[src/rtl/gpt_pkg.sv]
package gpt_pkg;

    localparam int REG_W      = 32;
    localparam int MAIN_PRE_W = 12;
    localparam int OSC_PRE_W  = 4;
    localparam int NUM_CMP    = 3;
    localparam int NUM_CAP    = 2;

    // Word indices on the register bus
    typedef enum logic [3:0] {
        RA_CTRL = 4'd0,
        RA_PRE  = 4'd1,
        RA_STAT = 4'd2,
        RA_IEN  = 4'd3,
        RA_CMP1 = 4'd4,
        RA_CMP2 = 4'd5,
        RA_CMP3 = 4'd6,
        RA_CAP1 = 4'd7,
        RA_CAP2 = 4'd8,
        RA_CNT  = 4'd9
    } reg_addr_e;

    localparam logic [2:0] SRC_PERIPH = 3'd1;
    localparam logic [2:0] SRC_OSC    = 3'd5;

    typedef struct packed {
        logic       swr;
        logic       osc_en;
        logic       frr;
        logic [2:0] src;
        logic       en;
    } ctrl_t;

    function automatic ctrl_t ctrl_unpack(input logic [15:0] w);
        ctrl_t c;
        c.swr    = w[15];
        c.osc_en = w[10];
        c.frr    = w[9];
        c.src    = w[8:6];
        c.en     = w[0];
        return c;
    endfunction

    function automatic logic [REG_W-1:0] ctrl_pack(input ctrl_t c);
        logic [REG_W-1:0] w;
        w       = '0;
        w[15]   = c.swr;
        w[10]   = c.osc_en;
        w[9]    = c.frr;
        w[8:6]  = c.src;
        w[0]    = c.en;
        return w;
    endfunction

endpackage

[src/rtl/gpt_prescaler.sv]
module gpt_prescaler #(
    parameter int W = 12
) (
    input  logic         clk,
    input  logic         rst,
    input  logic         clr,
    input  logic         tick_in,
    input  logic [W-1:0] div,
    output logic         tick_out
);
    logic [W-1:0] cnt_q;
    logic         at_end;

    // >= keeps the divider sane if the ratio is lowered mid-run
    assign at_end   = (cnt_q >= div);
    assign tick_out = tick_in && at_end;

    always_ff @(posedge clk) begin
        if (rst || clr) begin
            cnt_q <= '0;
        end else if (tick_in) begin
            cnt_q <= at_end ? '0 : cnt_q + 1'b1;
        end
    end
endmodule

[src/rtl/gpt_counter.sv]
module gpt_counter
    import gpt_pkg::*;
#(
    parameter int CNT_W = 32
) (
    input  logic                            clk,
    input  logic                            rst,
    input  logic                            clr,
    input  logic                            tick,
    input  logic                            frr,
    input  logic [NUM_CMP-1:0][REG_W-1:0]   cmp,
    output logic [CNT_W-1:0]                cnt_q,
    output logic [NUM_CMP-1:0]              match
);
    logic [REG_W-1:0] cnt_wide;
    assign cnt_wide = REG_W'(cnt_q);

    for (genvar k = 0; k < NUM_CMP; k++) begin : g_cmp
        assign match[k] = tick && (cnt_wide == cmp[k]);
    end

    always_ff @(posedge clk) begin
        if (rst || clr) begin
            cnt_q <= '0;
        end else if (tick) begin
            if (!frr && match[0]) cnt_q <= '0;
            else                  cnt_q <= cnt_q + 1'b1;
        end
    end
endmodule

[src/rtl/gp_timer.sv]
module gp_timer
    import gpt_pkg::*;
#(
    parameter int CNT_W   = 32,
    parameter int RST_CYC = 4
) (
    input  logic        clk,
    input  logic        rst,
    input  logic [3:0]  bus_addr,
    input  logic        bus_wr,
    input  logic [31:0] bus_wdata,
    output logic [31:0] bus_rdata,
    input  logic        osc_tick,
    output logic        irq
);
    localparam int RST_CW = $clog2(RST_CYC + 1);
    localparam int PRE_W  = MAIN_PRE_W + OSC_PRE_W;

    ctrl_t                          ctrl_q;
    logic [PRE_W-1:0]               pre_q;
    logic [NUM_CMP-1:0]             sr_q;
    logic [NUM_CMP-1:0]             ier_q;
    logic [NUM_CMP-1:0][REG_W-1:0]  cmp_q;
    logic [NUM_CAP-1:0][REG_W-1:0]  cap_q;
    logic [RST_CW-1:0]              swr_cnt_q;

    logic               busy, swr_done, wr_ok;
    logic               src_tick, osc_stage_on, presc_clr;
    logic               s1_tick, main_in, count_tick;
    logic [CNT_W-1:0]   cnt_q;
    logic [NUM_CMP-1:0] match;

    assign busy     = ctrl_q.swr;
    assign swr_done = busy && (swr_cnt_q == RST_CW'(1));
    assign wr_ok    = bus_wr && !busy;

    // Tick source selection
    always_comb begin
        case (ctrl_q.src)
            SRC_PERIPH: src_tick = 1'b1;
            SRC_OSC:    src_tick = osc_tick;
            default:    src_tick = 1'b0;
        endcase
    end

    assign osc_stage_on = (ctrl_q.src == SRC_OSC) && ctrl_q.osc_en;
    assign presc_clr    = !ctrl_q.en || swr_done;

    gpt_prescaler #(.W(OSC_PRE_W)) i_osc_pre (
        .clk      (clk),
        .rst      (rst),
        .clr      (presc_clr),
        .tick_in  (src_tick && osc_stage_on),
        .div      (pre_q[PRE_W-1:MAIN_PRE_W]),
        .tick_out (s1_tick)
    );

    assign main_in = ctrl_q.en && (osc_stage_on ? s1_tick : src_tick);

    gpt_prescaler #(.W(MAIN_PRE_W)) i_main_pre (
        .clk      (clk),
        .rst      (rst),
        .clr      (presc_clr),
        .tick_in  (main_in),
        .div      (pre_q[MAIN_PRE_W-1:0]),
        .tick_out (count_tick)
    );

    gpt_counter #(.CNT_W(CNT_W)) i_counter (
        .clk   (clk),
        .rst   (rst),
        .clr   (swr_done),
        .tick  (count_tick),
        .frr   (ctrl_q.frr),
        .cmp   (cmp_q),
        .cnt_q (cnt_q),
        .match (match)
    );

    // Register file and soft-reset sequencing
    always_ff @(posedge clk) begin
        if (rst || swr_done) begin
            ctrl_q    <= '0;
            pre_q     <= '0;
            sr_q      <= '0;
            ier_q     <= '0;
            cmp_q     <= '1;
            cap_q     <= '0;
            swr_cnt_q <= '0;
        end else begin
            if (busy) swr_cnt_q <= swr_cnt_q - 1'b1;
            for (int k = 0; k < NUM_CMP; k++) begin
                if (match[k])
                    sr_q[k] <= 1'b1;
                else if (wr_ok && bus_addr == RA_STAT && bus_wdata[k])
                    sr_q[k] <= 1'b0;
            end
            if (wr_ok) begin
                case (bus_addr)
                    RA_CTRL: begin
                        if (bus_wdata[15]) begin
                            ctrl_q.swr <= 1'b1;
                            swr_cnt_q  <= RST_CW'(RST_CYC);
                        end else begin
                            ctrl_q <= ctrl_unpack(bus_wdata[15:0]);
                        end
                    end
                    RA_PRE:  pre_q    <= bus_wdata[PRE_W-1:0];
                    RA_IEN:  ier_q    <= bus_wdata[NUM_CMP-1:0];
                    RA_CMP1: cmp_q[0] <= bus_wdata;
                    RA_CMP2: cmp_q[1] <= bus_wdata;
                    RA_CMP3: cmp_q[2] <= bus_wdata;
                    RA_CAP1: cap_q[0] <= bus_wdata;
                    RA_CAP2: cap_q[1] <= bus_wdata;
                    default: ;
                endcase
            end
        end
    end

    always_comb begin
        case (bus_addr)
            RA_CTRL: bus_rdata = ctrl_pack(ctrl_q);
            RA_PRE:  bus_rdata = REG_W'(pre_q);
            RA_STAT: bus_rdata = REG_W'(sr_q);
            RA_IEN:  bus_rdata = REG_W'(ier_q);
            RA_CMP1: bus_rdata = cmp_q[0];
            RA_CMP2: bus_rdata = cmp_q[1];
            RA_CMP3: bus_rdata = cmp_q[2];
            RA_CAP1: bus_rdata = cap_q[0];
            RA_CAP2: bus_rdata = cap_q[1];
            RA_CNT:  bus_rdata = REG_W'(cnt_q);
            default: bus_rdata = '0;
        endcase
    end

    assign irq = |(sr_q & ier_q);

endmodule

[config.mk]
export PLATFORM = sky130hd
export DESIGN_NAME = gp_timer
export DESIGN_NICKNAME = d
export VERILOG_FILES = /design/src/rtl/gpt_pkg.sv /design/src/rtl/gpt_prescaler.sv /design/src/rtl/gpt_counter.sv /design/src/rtl/gp_timer.sv
export SDC_FILE = /design/constraint.sdc
export NUM_CORES = 1
export LEC_CHECK = 0
export BUFFER_PORTS_ARGS = -buffer_cell sky130_fd_sc_hd__buf_2
export CAP_MARGIN = 20
export CORE_AREA = 5 5 153 155
export DETAILED_ROUTE_END_ITERATION = 8
export DIE_AREA = 0 0 158 160
export PLACE_DENSITY = 0.7
export SLEW_MARGIN = 20
export SYNTH_ARGS = -nofsm -noshare
export SYNTH_HDL_FRONTEND = slang
export SYNTH_SLANG_ARGS = --single-unit
[constraint.sdc]
create_clock -name clk -period 6.7 [get_ports clk]
set_clock_uncertainty 0.15 [all_clocks]
set_input_delay 0.335 -clock clk [delete_from_list [all_inputs] [get_ports clk]]
set_output_delay 0.335 -clock clk [all_outputs]
set_load 0.01 [all_outputs]
Yosys cells after proc, flatten, opt, wreduce, memory -nomap -nowiden

Cells that the tools add are included.

Bits in registers: 240
Input bits: 40
Word-level logic and storage cells: 94

Muxes and demuxes: 17
Bitwise logic cells: 2
Reduce and logical (&&, ||, !) cells: 35
$add $sub $neg: 4
Equal/unequal tests: 15
Order comparisons: 2

Operators by type and width:

| kind                  | count |
|---|---|
| $pmux 32 s10          | 1 |
| $eq 32x32->1          | 3 |
| $add 32x1->32 const B | 1 |
| $mux 32               | 1 |
| $eq 4x3->1 const B    | 4 |
| $reduce_and 2->1      | 8 |
| $logic_and 1x1->1     | 15 |
| $add 12x1->12 const B | 1 |
| $ge 12x12->1          | 1 |
| $mux 12               | 1 |
| $mux 3                | 4 |
| $eq 4x2->1 const B    | 2 |
| $eq 4x4->1 const B    | 2 |
| $mux 1                | 8 |
| $eq 3x1->1 const B    | 2 |
| $reduce_bool 2->1     | 3 |
| $add 4x1->4 const B   | 1 |
| $eq 4x1->1 const B    | 1 |
| $ge 4x4->1            | 1 |
| $logic_not 4->1       | 1 |
| $mux 4                | 1 |
| $and 3x3->3           | 1 |
| $eq 3x3->1 const B    | 1 |
| $logic_not 1->1       | 3 |
| other kinds (6)       | 8 |

Logic depth before layout (Yosys ltp)

Depth in word-level cells: 10
Depth in mapped cells: 11
Mapped depth without buffers: 9

Hierarchy

From an unflattened synthesis, not the netlist that was laid out.

Cells, all modules: 1,617
Area total of the unflattened synthesis: 13,032.5 um^2

Modules (own cells, without submodules):

| module                      | instances | cells an instance | area an instance (um^2) |
|---|---|---|---|
| gp_timer                    | 1         | 1,107             | 8,665.8 |
| gpt_counter                 | 1         | 368               | 3,191.8 |
| gpt_prescaler at i_main_pre | 1         | 106               | 845.8 |
| gpt_prescaler at i_osc_pre  | 1         | 36                | 329.1 |

Worst setup path after synthesis

Ideal clock, no wire load.

Path kind: register -> register
Start point: register i_main_pre.cnt_q[0]
End point: register i_main_pre.cnt_q[10]
Cell stages (with the launch flop): 12
Clock period less this slack: 2.641 ns
Setup slack: 4.059 ns
Path buffers: 2
Data arrival time: 2.426 ns
Required time: 6.485 ns
Path through: dfxtp_1 > clkbuf_1 > inv_1 > ha_1 > nand2b_1 > a2111o_1 > a221oi_1 > o21ai_1 > a21oi_2 > nand2_1 > clkbuf_1 > nor2_1

Cells in the longest elaborated chain, start to end: 2

Ends and longest elaborated chain:

| element                                       | RTL line                                 | text |
|---|---|---|
| start, declared                               | gpt_prescaler.sv:11                      | `logic [W-1:0] cnt_q;` |
| start signal, assigned                        | gpt_prescaler.sv:22                      | `cnt_q <= at_end ? '0 : cnt_q + 1'b1;` |
| $add 12x1->12 or $ge 12x12->1 (tied branches) | gpt_prescaler.sv:22, gpt_prescaler.sv:15 |  |
| $mux 12 (*)                                   | gpt_prescaler.sv:22                      |  |

Mark *: on every way between the ends. The rest lies on a longest branch, timed or not.
A chain may end at the register's enable or synchronous reset.

Worst setup path in the final report

Start point: input port bus_addr[0]
End point: output port bus_rdata[20]

Cells in the longest elaborated chain, start to end: 2

Ends and longest elaborated chain:

| element                                  | RTL line        | text |
|---|---|---|
| start, declared                          | gp_timer.sv:9   | `input logic [3:0] bus_addr,` |
| $eq 4x4->1, or another cell as far along | gp_timer.sv:122 | `case (bus_addr)` |
| $pmux 32 s10 (*)                         | gp_timer.sv:122 |  |
| end, declared                            | gp_timer.sv:12  | `output logic [31:0] bus_rdata,` |

Marked as above.

==> impl_metrics.env <==
export IMPL_cp_required_ns=6.21
export IMPL_place_gp_congestion=0.9582
export IMPL_yosysWarnings=0
export IMPL_slew_headroom_pct=24.04
export IMPL_drive_gt1_share_pct=10.88
export IMPL_slowest_stage="buf_2"
export IMPL_cts_setup_buffers=0
export IMPL_synthArstFlopShare_pct=0
export IMPL_synth_area_um2=12180
export IMPL_path_class="input port to primary output"
export IMPL_outcome="finished clean"
export IMPL_clockBufferDepth=3
export IMPL_ios=73
export IMPL_grt_pass1_wl_mm=63.79
export IMPL_seq_area_frac_synth_pct=39.44
export IMPL_finalSetupViolations=0
export IMPL_fmax_mhz=314.6
export IMPL_worst_ir_drop_vdd_mv=0.1728
export IMPL_cp_arrival_ns=2.69
export IMPL_first_pass_iters=6
export IMPL_hold_path_class="input port to flip-flop"
export IMPL_wl_per_cell_um=21.45
export IMPL_internal_power_mw=2.440
export IMPL_cts_buffers=27
export IMPL_start_util_pct=56.17
export IMPL_finalCriticalPeriod_ns=3.178
export IMPL_syn_area_per_cell_um2=7.720
export IMPL_clkTransAtPathRegs_ns=0.06
export IMPL_ys_flop_type="dfxtp_1"
export IMPL_die_area_um2=25280
export IMPL_critical_path_endpoint_type="primary output"
export IMPL_worst_path_max_fanout=30
export IMPL_pwr_share_comb_pct=7.1
export IMPL_crit_chain="buf_2 -> nand2b_1 -> nor2_2 -> buf_4 -> a222oi_1 -> o21ai_0 -> buf_2"
export IMPL_wl_mm=40.91
export IMPL_grt_use_met3_pct=4.844
export IMPL_p_sw_uw=768.6
export IMPL_num_fill_cells=1915
export IMPL_overflow=0
export IMPL_dieWidth_um=158
export IMPL_cp_start_kind="input port"
export IMPL_fp_row_count=54
export IMPL_switching_share_pct=23.96
export IMPL_die_h_um=160
export IMPL_tns_ns=0
export IMPL_tightestPinTransition_ns=1.133
export IMPL_rsz0062_at_grt="false"
export IMPL_vias=11830
export IMPL_fin_nets=1669
export IMPL_clk_latency_ns=0.55
export IMPL_grt_met1_usage_pct=45.96
export IMPL_total_power_mw=3.208
export IMPL_cts_max_level=1
export IMPL_cts_root_buffer="clkbuf_16"
export IMPL_drt_iter0_drc=1398
export IMPL_fp_coreArea_um2=21690
export IMPL_worst_path_largest_cell_delay_ns=0.62
export IMPL_p_leak_nw=5.246
export IMPL_ant_nets=0
export IMPL_syn_nets=1639
export IMPL_drc=0
export IMPL_synth_edf_count=0
export IMPL_antenna_found_initial=0
export IMPL_port_buffers=72
export IMPL_synth_cell_types=68
export IMPL_dp_hpwl_mm=27.57
export IMPL_clockPowerShare_pct=47.2
export IMPL_grt_util_all_layers_pct=31.68
export IMPL_clock_sinks=240
export IMPL_syn_inst=1578
export IMPL_cp_common_cell="buf_2"
export IMPL_antenna_cells=0
export IMPL_fin_crit_sh_pct=47.44
export IMPL_viasPerCell=6.204
export IMPL_p_per_area_nw_per_um2=232.2
export IMPL_top_usage_layer="met2"
export IMPL_hold_violations=0
export IMPL_slew_viol_final=0
export IMPL_grt_pass1_vias=11060
export IMPL_grt_max_degree=80
export IMPL_max_cap_viol_count=0
export IMPL_grtUsageMet2_pct=49.67
export IMPL_cts_tree="yes"
export IMPL_synth_ff_latch_count=240
export IMPL_pwr_share_seq_pct=45.7
export IMPL_syn_to_final_growth_pct=13.40
==> critical path: cells and delay by family <==
kind            cells  cell delay [ns]
buf+inv             3             1.16
compound gates      2             0.25
simple gates        2             0.93
==> stage by stage <==
stage / hold slack, ns / setup WS [ns] / area (um2) / util (%) / std cells
global route: 0.07535 / 3.364 / 13820 / 63.70 / 1907
finish: 0.03839 / 3.522 / 13820 / 63.70 / 1907
global placement: 0.2891 / 3.490 / 12590 / 58.03 / 1826
CTS: 0.03622 / 3.621 / 13820 / 63.70 / 1907
detailed placement: 0.2967 / 3.440 / 12590 / 58.03 / 1826
floorplan: 0.2829 / 4.059 / 12180 / - / 1578
==> cells in the final DEF, fill, tap and decap left out, types with 10 or more instances in the layout <==
cell type,synthesis,routed
nand2_1,401,400
dfxtp_1,240,240
nand3_1,140,140
a21oi_1,119,119
buf_2,26,72
xnor2_1,68,68
a22oi_1,59,59
nor2_1,57,54
xor2_1,44,44
o21ai_0,42,42
nand4_1,37,37
dlygate4sd3_1,0,33
buf_4,7,33
inv_1,27,27
clkbuf_16,0,27
ha_1,21,21
mux2i_1,19,19
nor4_1,14,14
or3_1,14,14
a222oi_1,12,12
nor2b_1,10,10
==> sequential cells by signal (all words and copies together) (netlist names) <==
register and count:
swr_cnt_q 3, sr_q 3, cap_q 64, ctrl_q 6, busy 1, i_main_pre.cnt_q 12
i_counter.cnt_q 32, pre_q 16, ier_q 3, cmp_q 96, i_osc_pre.cnt_q 4
==> area by class of cell <==
| type | count | area (um2) | area share (%) |
|---|---|---|---|
| Timing Repair Buffer | 138 | 938.4 | 6.792 |
| Clock buffer | 40 | 774.5 | 5.606 |
| Inverter | 27 | 101.3 | 0.7336 |
| Sequential cell | 240 | 4805 | 34.78 |
| Multi-Input combinational cell | 1174 | 6721 | 48.65 |
| Tap cell | 280 | 350.3 | 2.536 |
| Clock inverter | 8 | 125.1 | 0.9056 |
==> synth_stat cells (21+ instances only) <==
master    instances  share of area [%]
o21ai_0          42                1.7
a22oi_1          59                3.6
ha_1             21                2.2
nand3_1         140                5.8
nor2_1           57                1.8
xor2_1           44                3.2
xnor2_1          68                4.9
dfxtp_1         240                 39
a21oi_1         119                4.9
nand2_1         401                 12
buf_2            26                1.1
nand4_1          37                1.9
clkbuf_1         94                2.9
inv_1            27               0.83
==> path summary, 6_finish.rpt <==
kind                             from             endpoint  slack [ns]  cells past startpoint
setup / recovery          bus_addr[0]        bus_rdata[20]        3.52                      7
hold / removal               osc_tick   i_osc_pre.cnt_q[1]        0.04                      4
setup reg to reg  i_counter.cnt_q[23]  i_counter.cnt_q[30]        3.58                      8
hold reg to reg             cap_q[16]            cap_q[16]        0.30                      2
==> routing by layer <==
layer  vias to the layer above  wire length, um  share of wire [%]
met5                         -                0                  0
met4                         0              984                2.4
met3                        67             4124                 10
met2                       642            18620                 46
met1                      5631            17180                 42
li1                       5491                -                  -
==> cells by family after synthesis <==
group | synth area share, %
DFF | 39.44
muxes | 2.393
AOI/OAI and AO/OA | 14.47
buffers and inverters | 5.854
and+or+nand+nor | 27.64
adders and majority gates | 2.157
xor gates and xnor gates | 8.052
==> power groups by stage <==
stage | clock network (mW) | logic [mW] | registers (mW)
global placement | 0 | 0.205 | 1.50
floorplan | 0 | 0.122 | 1.49
CTS | 1.53 | 0.222 | 1.46
detailed placement | 0 | 0.206 | 1.50
global route | 1.59 | 0.243 | 1.47
finish | 1.52 | 0.228 | 1.47
==> what timing repair did <==
item,in CTS,in global routing
hold buffers,33,0
endpoints found under the hold margin,169,0
resized for setup,0,0
(Power assumes the default switching activity.)
